## src/rtl/pwc_pkg.sv

```systemverilog
package pwc_pkg;
    typedef enum logic [1:0] {
        ST_IDLE   = 2'd0,
        ST_LOAD   = 2'd1,
        ST_COMMIT = 2'd2,
        ST_SETTLE = 2'd3
    } pwc_state_e;
endpackage

```

## src/rtl/pwc_timer.sv

```systemverilog
// Loadable down counter; done is high in the last counted cycle.
module pwc_timer #(
    parameter int CNT_W = 8
) (
    input  logic             clk,
    input  logic             rst_n,
    input  logic             load,
    input  logic [CNT_W-1:0] load_val,
    output logic             done
);
    logic [CNT_W-1:0] cnt_q;

    always_ff @(posedge clk or negedge rst_n) begin
        if (!rst_n) begin
            cnt_q <= '0;
        end else if (load) begin
            cnt_q <= load_val;
        end else if (cnt_q != '0) begin
            cnt_q <= cnt_q - 1'b1;
        end
    end

    assign done = (cnt_q == CNT_W'(1));

    AST_TIMER_HOLD_ZERO: assert property (@(posedge clk) disable iff (!rst_n)
        (cnt_q == '0 && !load) |=> (cnt_q == '0));
endmodule

```

## src/rtl/pwc_page_buf.sv

```systemverilog
// Page-sized byte buffer with one loaded flag per offset.
module pwc_page_buf #(
    parameter int DATA_W = 8,
    parameter int IDX_W  = 7,
    localparam int PAGE_N = 1 << IDX_W
) (
    input  logic              clk,
    input  logic              rst_n,
    input  logic              wr_en,
    input  logic [IDX_W-1:0]  wr_idx,
    input  logic [DATA_W-1:0] wr_data,
    input  logic              clr,
    input  logic [IDX_W-1:0]  rd_idx,
    output logic [DATA_W-1:0] rd_data,
    output logic              rd_valid,
    output logic [PAGE_N-1:0] valid_vec
);
    logic [DATA_W-1:0] mem_q [PAGE_N];

    for (genvar g = 0; g < PAGE_N; g++) begin : g_entry
        logic hit;
        assign hit = wr_en && (wr_idx == IDX_W'(g));

        always_ff @(posedge clk or negedge rst_n) begin
            if (!rst_n) begin
                valid_vec[g] <= 1'b0;
            end else if (clr) begin
                valid_vec[g] <= 1'b0;
            end else if (hit) begin
                valid_vec[g] <= 1'b1;
            end
        end

        always_ff @(posedge clk) begin
            if (hit) begin
                mem_q[g] <= wr_data;
            end
        end
    end

    assign rd_data  = mem_q[rd_idx];
    assign rd_valid = valid_vec[rd_idx];

    AST_WRITE_MARKS_VALID: assert property (@(posedge clk) disable iff (!rst_n)
        (wr_en && !clr) |=> valid_vec[$past(wr_idx)]);
endmodule

```

## src/rtl/pwc_poll.sv

```systemverilog
// Status bit that inverts on each read while programming runs.
module pwc_poll (
    input  logic clk,
    input  logic rst_n,
    input  logic arm,
    input  logic busy,
    input  logic rd_evt,
    output logic poll_bit
);
    always_ff @(posedge clk or negedge rst_n) begin
        if (!rst_n) begin
            poll_bit <= 1'b0;
        end else if (arm) begin
            poll_bit <= 1'b0;
        end else if (busy && rd_evt) begin
            poll_bit <= ~poll_bit;
        end
    end

    AST_POLL_FLIP: assert property (@(posedge clk) disable iff (!rst_n)
        (busy && rd_evt && !arm) |=> (poll_bit != $past(poll_bit)));
    AST_POLL_QUIET: assert property (@(posedge clk) disable iff (!rst_n)
        (!busy && !arm) |=> $stable(poll_bit));
endmodule

```

## src/rtl/page_write_ctrl.sv

```systemverilog
module page_write_ctrl
    import pwc_pkg::*;
#(
    parameter int ADDR_W   = 15,
    parameter int DATA_W   = 8,
    parameter int IDX_W    = 7,
    parameter int LOAD_CYC = 20000,
    parameter int PROG_CYC = 999872
) (
    input  logic              clk,
    input  logic              rst_n,
    input  logic              wr_evt,
    input  logic [ADDR_W-1:0] wr_addr,
    input  logic [DATA_W-1:0] wr_data,
    input  logic              rd_evt,
    output logic              busy,
    output logic              arr_we,
    output logic [ADDR_W-1:0] arr_addr,
    output logic [DATA_W-1:0] arr_data,
    output logic              ovr_en,
    output logic              poll_bit
);
    localparam int PAGE_N = 1 << IDX_W;
    localparam int TAG_W  = ADDR_W - IDX_W;
    localparam int T_MAX  = (LOAD_CYC > PROG_CYC) ? LOAD_CYC : PROG_CYC;
    localparam int CNT_W  = $clog2(T_MAX + 1);

    pwc_state_e        state_q, state_d;
    logic [TAG_W-1:0]  page_q;
    logic [IDX_W-1:0]  idx_q;
    logic              page_hit, acc_wr, sweep_last;
    logic              tmr_load, tmr_done, buf_clr, poll_arm;
    logic [CNT_W-1:0]  tmr_val;
    logic [DATA_W-1:0] buf_rd_data;
    logic              buf_rd_valid;
    logic [PAGE_N-1:0] valid_vec;

    assign page_hit   = (wr_addr[ADDR_W-1:IDX_W] == page_q);
    assign acc_wr     = wr_evt && ((state_q == ST_IDLE) ||
                                   (state_q == ST_LOAD && page_hit));
    assign sweep_last = (idx_q == IDX_W'(PAGE_N - 1));
    assign tmr_load   = acc_wr || (state_q == ST_COMMIT && sweep_last);
    assign tmr_val    = acc_wr ? CNT_W'(LOAD_CYC) : CNT_W'(PROG_CYC);
    assign buf_clr    = (state_q == ST_SETTLE) && tmr_done;
    assign poll_arm   = (state_q == ST_LOAD) && (state_d == ST_COMMIT);

    // Next-state logic
    always_comb begin
        state_d = state_q;
        unique case (state_q)
            ST_IDLE:   if (acc_wr) state_d = ST_LOAD;
            ST_LOAD:   if (!acc_wr && tmr_done) state_d = ST_COMMIT;
            ST_COMMIT: if (sweep_last) state_d = ST_SETTLE;
            ST_SETTLE: if (tmr_done) state_d = ST_IDLE;
            default:   state_d = ST_IDLE;
        endcase
    end

    // State register
    always_ff @(posedge clk or negedge rst_n) begin
        if (!rst_n) begin
            state_q <= ST_IDLE;
        end else begin
            state_q <= state_d;
        end
    end

    // Page tag and sweep index
    always_ff @(posedge clk or negedge rst_n) begin
        if (!rst_n) begin
            page_q <= '0;
            idx_q  <= '0;
        end else begin
            if (state_q == ST_IDLE && wr_evt) begin
                page_q <= wr_addr[ADDR_W-1:IDX_W];
            end
            if (state_q == ST_COMMIT) begin
                idx_q <= idx_q + 1'b1;
            end else begin
                idx_q <= '0;
            end
        end
    end

    // Outputs
    always_comb begin
        busy     = 1'b0;
        arr_we   = 1'b0;
        arr_addr = {page_q, idx_q};
        arr_data = buf_rd_data;
        unique case (state_q)
            ST_IDLE, ST_LOAD: busy = 1'b0;
            ST_COMMIT: begin
                busy   = 1'b1;
                arr_we = buf_rd_valid;
            end
            ST_SETTLE: busy = 1'b1;
            default:   busy = 1'b0;
        endcase
        ovr_en = busy;
    end

    pwc_timer #(.CNT_W(CNT_W)) u_timer (
        .clk      (clk),
        .rst_n    (rst_n),
        .load     (tmr_load),
        .load_val (tmr_val),
        .done     (tmr_done)
    );

    pwc_page_buf #(.DATA_W(DATA_W), .IDX_W(IDX_W)) u_buf (
        .clk       (clk),
        .rst_n     (rst_n),
        .wr_en     (acc_wr),
        .wr_idx    (wr_addr[IDX_W-1:0]),
        .wr_data   (wr_data),
        .clr       (buf_clr),
        .rd_idx    (idx_q),
        .rd_data   (buf_rd_data),
        .rd_valid  (buf_rd_valid),
        .valid_vec (valid_vec)
    );

    pwc_poll u_poll (
        .clk      (clk),
        .rst_n    (rst_n),
        .arm      (poll_arm),
        .busy     (busy),
        .rd_evt   (rd_evt),
        .poll_bit (poll_bit)
    );

    AST_SWEEP_STEP: assert property (@(posedge clk) disable iff (!rst_n)
        (state_q == ST_COMMIT && $past(state_q == ST_COMMIT))
        |-> (idx_q == IDX_W'($past(idx_q) + 1'b1)));
    AST_IDLE_EMPTY: assert property (@(posedge clk) disable iff (!rst_n)
        (state_q == ST_IDLE) |-> (valid_vec == '0));
    AST_LOAD_HAS_BYTE: assert property (@(posedge clk) disable iff (!rst_n)
        (state_q == ST_LOAD) |-> (valid_vec != '0));
    AST_BUSY_BLOCKS_LOAD: assert property (@(posedge clk) disable iff (!rst_n)
        (busy && wr_evt && !buf_clr) |=> $stable(valid_vec));
    AST_COMMIT_FROM_LOAD: assert property (@(posedge clk) disable iff (!rst_n)
        $rose(busy) |-> ($past(state_q) == ST_LOAD));
endmodule

```

## config.mk

```make
export PLATFORM = sky130hd
export DESIGN_NAME = page_write_ctrl
export DESIGN_NICKNAME = d
export VERILOG_FILES = /design/src/rtl/pwc_pkg.sv /design/src/rtl/pwc_timer.sv /design/src/rtl/pwc_page_buf.sv /design/src/rtl/pwc_poll.sv /design/src/rtl/page_write_ctrl.sv
export SDC_FILE = /design/constraint.sdc
export NUM_CORES = 1
export LEC_CHECK = 0
export BUFFER_PORTS_ARGS = -buffer_cell sky130_fd_sc_hd__buf_4
export CELL_PAD_IN_SITES_DETAIL_PLACEMENT = 1
export CELL_PAD_IN_SITES_GLOBAL_PLACEMENT = 1
export CORE_MARGIN = 4
export CORE_UTILIZATION = 50
export DETAILED_ROUTE_END_ITERATION = 6
export PLACE_DENSITY = 0.76
export SLEW_MARGIN = 10
export SYNTH_ARGS = -nofsm -noshare
export SYNTH_HDL_FRONTEND = slang
export SYNTH_SLANG_ARGS = --single-unit
```

## constraint.sdc

```tcl
create_clock -name clk -period 2.5 [get_ports clk]
set_clock_uncertainty 0.15 [all_clocks]
set_input_delay 0.125 -clock clk [delete_from_list [all_inputs] [get_ports clk]]
set_output_delay 0.125 -clock clk [all_outputs]
set_load 0.02 [all_outputs]
```

==> metrics.log, run 1 <==
INFO  metric cts_tree = yes
INFO  metric io_buffer_count = 53
INFO  metric post_synth_and_or_nand_nor_area_fraction = 0.0335
INFO  metric dp_worst_setup_slack = -0.601 ns
INFO  metric pin_count_of_the_biggest_net_entering_global_routing = 129
INFO  metric initial_core_util = 0.506
INFO  metric finalSetupViolations = 1,169
INFO  metric post_synth_mux_area_share = 0.150
INFO  metric h-tree-depth = 3
INFO  metric static-leakage-power = 20.4 nW
INFO  metric synth.area.top_cells = sky130_fd_sc_hd__edfxtp_1 65%, sky130_fd_sc_hd__mux4_2 11%, sky130_fd_sc_hd__dfrtp_1 8.8%
INFO  metric netlist_area = 47,400 sq um
INFO  metric wl_per_cell = 40.7 um
INFO  metric number_of_vias_per_cell = 6.99
INFO  metric place.gp.congestion = 0.868
INFO  metric seq_area_frac_synth = 0.737
INFO  metric share_of_post_route_cells_with_drive_strength_above_1 = 0.414
INFO  metric drt_pass1_iterations = 6
INFO  metric crit_arrival = 4.03 ns
INFO  metric leading_area_contributor_after_synthesis = sky130_fd_sc_hd__edfxtp_1
INFO  metric vdd_ir_drop_max = 724 uV
INFO  metric root_buffer = sky130_fd_sc_hd__clkbuf_16
INFO  metric crit_type = reg -> out
INFO  metric slew_headroom = 0.0874
INFO  metric synthArstFlopShare = 0.139
INFO  metric synthDominantCellAreaShare = 0.649
INFO  metric grt_setup_unrepaired = true
INFO  metric post-route-min-period = 4.30 ns
INFO  metric wl_final = 181,000 um
INFO  metric coreArea = 93,600 sq um
INFO  metric post-route-drc-count = 0
INFO  metric powerDensity = 672 nW/um^2
INFO  metric area.sequential = 34,900 sq um
INFO  metric placement_rows = 112
INFO  metric synth_cell_types = 62
INFO  metric first_drt_iteration_drcs = 4,683
INFO  metric worst_pin_slew = 1.36 ns
INFO  metric postLayoutSetupSlackWorst = -1.80 ns
INFO  metric clock_tree.buffer_depth = 3
INFO  metric synth-xor-area-share = 0.00610
INFO  metric ys_dominant_reg_cell = sky130_fd_sc_hd__edfxtp_1
INFO  metric nets = 3,102
INFO  metric violations = setup timing
INFO  metric syn_inst = 2,459
INFO  metric synth_fa_ha_area_frac = 0.00106
INFO  metric flow.area_growth_from_synthesis = 29.5%
INFO  metric io_pins = 54
INFO  metric final-max-slew-violation-count = 0
INFO  metric final_core_utilization = 0.656
INFO  metric clk_pin_slew = 0.08 ns
INFO  metric power.sequential.fraction = 0.528
INFO  metric postSynthRegisterBits = 1,190
INFO  metric synth.avg_cell_area = 19.3 sq um
INFO  metric synth_top_family_by_area = multiplexers
INFO  metric total_switching_power = 9.31 mW
INFO  metric ant_nets = 0
INFO  metric status = finished with violations
INFO  metric die_outline_height = 316 um
INFO  metric crit_fanout = 10
INFO  metric detailroute.via_count = 31,000
INFO  metric worst_setup_path_start_kind = register
INFO  metric grt_use_total = 0.308
INFO  metric fmax = 232 MHz
INFO  metric multi_input_comb_area = 13,400 sq um
INFO  metric layout.filler_cells = 7,734
INFO  metric synth_compound_area_frac = 0.0500
INFO  metric synth-edff-count = 1,024
INFO  metric p_clk_frac = 0.448
INFO  metric critPathCaptureType = output pin
INFO  metric warnings_synthesis = 0
INFO  metric cts_made_buffers = 119
INFO  metric layout_common_cells = 1,024 x sky130_fd_sc_hd__edfxtp_1, 285 x sky130_fd_sc_hd__buf_4, 232 x sky130_fd_sc_hd__mux4_2
INFO  metric timing_hold_violations_final = 0
INFO  metric die_area = 99,700 sq um
INFO  metric internal_power = 31.9 mW
INFO  metric die_w = 316 um
INFO  metric grt_antenna_before_repair = 6
INFO  metric share_comb_of_total_power = 0.024
INFO  metric ff2ff_path_depth = 11
INFO  metric first_global_vias = 30,200
INFO  metric maxCapViolCount = 0
INFO  metric worstSkewPairLatency = 0.73 ns
INFO  metric totalNegativeSetupSlack = -206.44 ns
INFO  metric hold_crit_class = in -> reg
INFO  metric dp_hpwl = 85,600 um
INFO  metric syn-num-nets = 2,490
INFO  metric cts_sinks = 1,190
INFO  metric power_switching_share = 0.226
INFO  metric worst_hold_path.num_cells = 5
INFO  metric worst-endpoint-required = 2.23 ns
INFO  metric grt_first_pass_wirelength = 220,000 um
INFO  metric layout_commonest_cell = sky130_fd_sc_hd__edfxtp_1
INFO  metric finalCritPeriodShare = 1.72
INFO  metric grt-ovfl-total = 0
[power groups by stage]
stage / Combinational, mW / Sequential, mW / Clock (mW)
4_1_cts: 0.841 / 21.7 / 17.8
3_3_place_gp: 0.698 / 22.1 / 0
2_1_floorplan: 0.213 / 22.1 / 0
6_report: 1.01 / 21.8 / 18.5
3_5_place_dp: 0.769 / 22.2 / 0
5_1_grt: 1.05 / 21.7 / 19.4
[critical path, stage by stage, from the launching register on]
cell and delay [ns]:
sky130_fd_sc_hd__dfrtp_4 0.56, sky130_fd_sc_hd__buf_6 0.19, sky130_fd_sc_hd__buf_4 0.26, sky130_fd_sc_hd__mux2i_1 0.42, sky130_fd_sc_hd__o22ai_1 0.19, sky130_fd_sc_hd__nor4_1 0.90
sky130_fd_sc_hd__buf_4 0.25, sky130_fd_sc_hd__a211oi_1 0.08, sky130_fd_sc_hd__a21oi_4 0.17, sky130_fd_sc_hd__o31ai_2 0.08, sky130_fd_sc_hd__buf_4 0.17
[path summary, 6_finish.rpt]
path	start	to	slack (ns)
setup / recovery	idx_q[0]$_DFF_PN0_	arr_data[4]	-1.80
hold / removal	wr_addr[6]	u_buf.mem_q[68][3]$_DFFE_PP_	0.05
setup reg to reg	page_q[1]$_DFFE_PN0P_	u_buf.mem_q[66][2]$_DFFE_PP_	-0.34
hold reg to reg	u_buf.valid_vec[110]$_DFFE_PN0P_	u_buf.valid_vec[110]$_DFFE_PN0P_	0.34
max in group asynchronous	rst_n	idx_q[1]$_DFF_PN0_	1.34
min in group asynchronous	rst_n	u_timer.cnt_q[14]$_DFFE_PN0P_	0.48
[cell type report]
cell class	count	area share
Antenna cell	3	0.000122
Clock buffer	167	0.0541
Clock inverter	59	0.00862
Inverter	4	0.000245
Multi-Input combinational cell	1126	0.218
Sequential cell	1190	0.569
Tap cell	1254	0.0256
Timing Repair Buffer	630	0.125
[synth_stat cells, types with 3 or more instances]
master / n
sky130_fd_sc_hd__a21oi_1: 47
sky130_fd_sc_hd__buf_2: 31
sky130_fd_sc_hd__ha_1: 4
sky130_fd_sc_hd__xnor2_1: 15
sky130_fd_sc_hd__o22ai_1: 59
sky130_fd_sc_hd__o221ai_1: 8
sky130_fd_sc_hd__nand3b_1: 4
sky130_fd_sc_hd__a21o_1: 3
sky130_fd_sc_hd__nand2b_1: 6
sky130_fd_sc_hd__o21a_1: 128
sky130_fd_sc_hd__nand2_1: 25
sky130_fd_sc_hd__edfxtp_1: 1024
sky130_fd_sc_hd__nor4_1: 10
sky130_fd_sc_hd__dfrtp_1: 166
sky130_fd_sc_hd__mux2_2: 8
sky130_fd_sc_hd__buf_8: 17
sky130_fd_sc_hd__nor3_1: 30
sky130_fd_sc_hd__o21ai_0: 5
sky130_fd_sc_hd__mux2i_1: 180
sky130_fd_sc_hd__buf_4: 11
sky130_fd_sc_hd__inv_1: 3
sky130_fd_sc_hd__nor2b_1: 12
sky130_fd_sc_hd__a211oi_1: 29
sky130_fd_sc_hd__o31ai_1: 7
sky130_fd_sc_hd__nand4_1: 3
sky130_fd_sc_hd__a22oi_1: 40
sky130_fd_sc_hd__mux4_2: 232
sky130_fd_sc_hd__nand3_1: 21
sky130_fd_sc_hd__buf_1: 8
sky130_fd_sc_hd__or3_1: 4
sky130_fd_sc_hd__clkbuf_1: 39
sky130_fd_sc_hd__buf_6: 33
sky130_fd_sc_hd__nand2b_2: 3
sky130_fd_sc_hd__xor2_1: 18
sky130_fd_sc_hd__o41ai_1: 8
sky130_fd_sc_hd__nor2_1: 183
[cell families (layout without fill, tap and decap cells)]
family,Yosys count,in the layout
AO/OA/AOI/OAI,340,340
XOR/XNOR,33,33
adder cells (fa/ha/maj),4,4
buffers and inverters,143,860
flip-flops,1190,1190
multiplexers,420,420
other,0,3
AND/OR/NAND/NOR,329,329
[registers in the layout (all words and copies together), names as in the netlist]
name             cells
u_buf.mem_q       1024
u_poll.poll_bit      1
u_buf.valid_vec    128
idx_q                7
state_q              2
u_timer.cnt_q       20
page_q               8
[routing by layer]
layer,vias to the layer above,share of wire,track usage
met1,16100,0.34,0.399
met4,2,0.069,0.130
met5,-,0.000055,0
met3,782,0.11,0.0729
met2,2838,0.48,0.505
li1,11200,-,-
[repair_timing]
action | 4_1_cts | 5_1_grt
setup endpoints to repair | 646 | 1158
gates cloned | 38 | 41
resized for setup | 278 | 396
pin swaps | 32 | 88
hold buffers | 25 | 0
setup buffers | 37 | 62
hold endpoints to repair | 746 | 0
[per-stage QoR]
stage | total power, mW | instances | cell area, sq um | hold slack, ns
after global routing | 42.2 | 4431 | 61400 | 0.0330
after CTS | 40.3 | 4348 | 59000 | 0.00630
after detailed placement | 22.9 | 4022 | 52800 | 0.00944
after global placement | 22.8 | 4022 | 52800 | -0.00914
final | 41.2 | 4433 | 61400 | 0.0453
after floorplan | 22.4 | 2459 | 47600 | -0.321
Note: power is estimated with default switching activity, not from simulation.
==> inputs of run 2 (changes only) <==
- ABC_AREA: unset -> 1
- CORE_UTILIZATION: 50 -> 46
- PLACE_DENSITY: 0.76 -> 0.75
==> run 2 against run 1 <==
  * The run still ends with setup timing left
  * Sequential cell count unchanged
  * Register-to-register slack better by 0.29 ns
  * Count of clock-buffer cells in the layout up 9
  * Final cell count up 46%
==> metrics.log, run 2 <==
INFO  metric grt_use_total = 0.334 (+0.0261)
INFO  metric die_outline_height = 337 um (+6.6%)
INFO  metric wl_final = 198,000 um (+9.4%)
INFO  metric clk_pin_slew = 0.07 ns (about the same)
INFO  metric clock_tree.buffer_depth = 3 (unchanged)
INFO  metric fmax = 282 MHz (+21%)
INFO  metric first_drt_iteration_drcs = 5,151 (+10%)
INFO  metric die_area = 113,000 sq um (+14%)
INFO  metric largestRegisters = u_buf.mem_q: 1024 flops, u_buf.valid_vec: 128 flops, u_timer.cnt_q: 20 flops
INFO  metric drt_pass1_iterations = 6 (unchanged)
INFO  metric slew_headroom = 0.280 (+0.192)
INFO  metric final-max-slew-violation-count = 0 (unchanged)
INFO  metric cts_sinks = 1,190 (unchanged)
INFO  metric ant_nets = 0 (unchanged)
INFO  metric io_buffer_count = 53 (unchanged)
INFO  metric postLayoutSetupSlackWorst = -1.05 ns (+0.755 ns)
INFO  metric worst-endpoint-required = 2.23 ns (about the same)
INFO  metric grt_setup_unrepaired = true
INFO  metric grt-ovfl-total = 0 (unchanged)
INFO  metric powerDensity = 664 nW/um^2 (-1.2%)
INFO  metric share_of_post_route_cells_with_drive_strength_above_1 = 0.214 (-0.200)
INFO  metric finalCritPeriodShare = 1.42 (-0.302)
INFO  metric layout_commonest_cell = sky130_fd_sc_hd__edfxtp_1
INFO  metric final_cell_count_no_fill = 6,457 (+46%)
INFO  metric post_synth_most_frequent_cells = 1,024 x sky130_fd_sc_hd__edfxtp_1, 931 x sky130_fd_sc_hd__nand2_1, 465 x sky130_fd_sc_hd__nor2_1, 349 x sky130_fd_sc_hd__o21ai_0, 329 x sky130_fd_sc_hd__nand3_1
INFO  metric root_buffer = sky130_fd_sc_hd__clkbuf_16
INFO  metric hold_crit_class = in -> reg
INFO  metric synthArstFlopShare = 0.139 (unchanged)
INFO  metric flow.area_growth_from_synthesis = 28.3%
INFO  metric status = finished with violations
INFO  metric number_of_vias_per_cell = 6.32 (-9.5%)
INFO  metric seq_area_frac_synth = 0.702 (-0.0343)
INFO  metric coreArea = 107,000 sq um (+15%)
INFO  metric dp_hpwl = 105,000 um (+23%)
INFO  metric ys_dominant_reg_cell = sky130_fd_sc_hd__edfxtp_1
INFO  metric worstSkewPairLatency = 0.77 ns (+0.04 ns)
INFO  metric design_power_total = 42.3 mW (+2.6%)
INFO  metric post-route-min-period = 3.55 ns (-0.755 ns)
INFO  metric synth_cell_types = 39 (-37%)
INFO  metric placement_rows = 120 (+7.1%)
INFO  metric finalSetupViolations = 68 (-94%)
INFO  metric cts_made_buffers = 131 (+10%)
INFO  metric h-tree-depth = 4 (+1)
INFO  metric detailroute.via_count = 40,800 (+32%)
INFO  metric cts_tree = yes
INFO  metric largest_register_ff_count = 1,024 (unchanged)
INFO  metric grt_first_pass_wirelength = 279,000 um (+27%)
INFO  metric crit_arrival = 3.27 ns (-0.76 ns)
INFO  metric static-leakage-power = 24.8 nW (+22%)
INFO  metric final_core_utilization = 0.594 (-0.0611)
INFO  metric netlist_area = 49,700 sq um (+4.9%)
INFO  metric placed_cells_incl_taps = 6,086 (+51%)
INFO  metric worst_pin_slew = 1.08 ns (-0.285 ns)
INFO  metric largest-register = u_buf.mem_q
INFO  metric post-route-drc-count = 0 (unchanged)
INFO  metric nets = 4,975 (+60%)
INFO  metric pin_count_of_the_biggest_net_entering_global_routing = 129 (unchanged)
INFO  metric violations = setup timing
INFO  metric layout.filler_cells = 10,700 (+39%)
INFO  metric synth.area.top_cells = sky130_fd_sc_hd__edfxtp_1 62%, sky130_fd_sc_hd__dfrtp_1 8.4%, sky130_fd_sc_hd__nand2_1 7.0%
INFO  metric synthDominantCellAreaShare = 0.619 (-0.0303)
INFO  metric dp_worst_setup_slack = -0.289 ns (+0.312 ns)
INFO  metric place.gp.congestion = 0.846 (-2.5%)
INFO  metric initial_core_util = 0.464 (-0.0426)
INFO  metric io_pins = 54 (unchanged)
INFO  metric maxCapViolCount = 0 (unchanged)
INFO  metric critPathCaptureType = output pin
INFO  metric worst_setup_path_start_kind = register
INFO  metric layout_common_cells = 1,024 x sky130_fd_sc_hd__edfxtp_1, 869 x sky130_fd_sc_hd__nand2_1, 387 x sky130_fd_sc_hd__nor2_1
INFO  metric post-synth-top-count-cell = sky130_fd_sc_hd__edfxtp_1
INFO  metric grt_antenna_before_repair = 2 (-4)
INFO  metric die_w = 337 um (+6.6%)
INFO  metric timing_hold_violations_final = 0 (unchanged)
INFO  metric postSynthRegisterBits = 1,190 (unchanged)
INFO  metric crit_fanout = 21 (+11)
INFO  metric crit_type = reg -> out
INFO  metric synth-edff-count = 1,024 (unchanged)
INFO  metric wl_per_cell = 30.6 um (-25%)
INFO  metric synth.avg_cell_area = 11.0 sq um (-43%)
INFO  metric syn-num-nets = 4,544 (+82%)
INFO  metric first_global_vias = 42,100 (+39%)
INFO  metric syn_inst = 4,513 (+84%)
INFO  metric leading_area_contributor_after_synthesis = sky130_fd_sc_hd__edfxtp_1
INFO  metric vdd_ir_drop_max = 527 uV (-27%)
INFO  metric warnings_synthesis = 0 (unchanged)
run 2: logic make-up after synthesis:
group                    synth area share
AO/OA/AOI/OAI                      0.0955
XOR/XNOR                          0.00317
adder cells (fa/ha/maj)           0.00101
AND/OR/NAND/NOR                     0.149
multiplexers                     0.000680
flip-flops                          0.702
buffers and inverters              0.0480
run 2: area by class of cell:
class,count,area (sq um),share of cell area
antenna,2,5.00,0.0000785
clock buffer,176,3680,0.0577
clock inverter,65,573,0.00899
inverter,294,1160,0.0182
multi-input combinational,2748,14300,0.224
sequential,1190,34900,0.548
tap,1403,1760,0.0275
timing repair buffer,575,7330,0.115
timing repair inverter,4,63.8,0.00100
run 2: path summary, 6_finish.rpt:
kind,startpoint,to,slack (ns),cells past startpoint
setup / recovery,idx_q[0]$_DFF_PN0_,arr_data[2],-1.05,13
hold / removal,rd_evt,u_poll.poll_bit$_DFFE_PN0P_,0.16,5
setup reg to reg,state_q[1]$_DFF_PN0_,u_buf.mem_q[67][5]$_DFFE_PP_,-0.05,13
hold reg to reg,u_timer.cnt_q[2]$_DFFE_PN0P_,u_timer.cnt_q[2]$_DFFE_PN0P_,0.32,1
max in group asynchronous,rst_n,u_buf.valid_vec[90]$_DFFE_PN0P_,1.41,4
min in group asynchronous,rst_n,page_q[1]$_DFFE_PN0P_,0.37,4
run 2: routing by layer:
metal,part of all wire,vias up,track usage
met2,0.48,2787,0.548
li1,-,16600,-
met5,0,-,0
met4,0.068,0,0.187
met1,0.36,20700,0.419
met3,0.099,781,0.0634
run 2: power by group:
| part | leakage, nW | internal, mW | switching (mW) |
|---|---|---|---|
| Sequential | 10.8 | 21.6 | 0.0509 |
| Combinational | 11.9 | 0.214 | 0.678 |
| Clock | 2.09 | 11.2 | 8.52 |
| Total | 24.8 | 33.0 | 9.25 |
run 2: metrics by stage:
step	hold slack (ns)	setup TNS (ns)	instance area (sq um)
after floorplan	-0.321	-3.77	49700
after global placement	-0.0760	-5.08	55100
after detailed placement	-0.0701	-19.80	55100
after CTS	0.109	-6.90	62700
after global routing	0.165	-32.02	63700
final	0.161	-9.53	63700
run 2: critical path, stage by stage, from the launching register on:
cell and delay [ns]:
sky130_fd_sc_hd__dfrtp_4 0.53, sky130_fd_sc_hd__buf_12 0.19, sky130_fd_sc_hd__inv_16 0.13, sky130_fd_sc_hd__buf_16 0.18
sky130_fd_sc_hd__buf_12 0.16, sky130_fd_sc_hd__o21ai_0 0.11, sky130_fd_sc_hd__o22ai_1 0.29, sky130_fd_sc_hd__nand2_1 0.14
sky130_fd_sc_hd__nand2_1 0.13, sky130_fd_sc_hd__nand3_2 0.12, sky130_fd_sc_hd__nand3_4 0.16, sky130_fd_sc_hd__nand3_4 0.09
sky130_fd_sc_hd__nand2_4 0.10, sky130_fd_sc_hd__buf_6 0.12
run 2: repair_timing:
action                                   CTS  global route
pin swaps                                122            53
hold buffers                              45             0
gates resized for setup                  420           233
endpoints found under the setup margin   634           889
hold endpoints to repair                1282             0
buffers inserted                          42            13
cloned                                    29             2
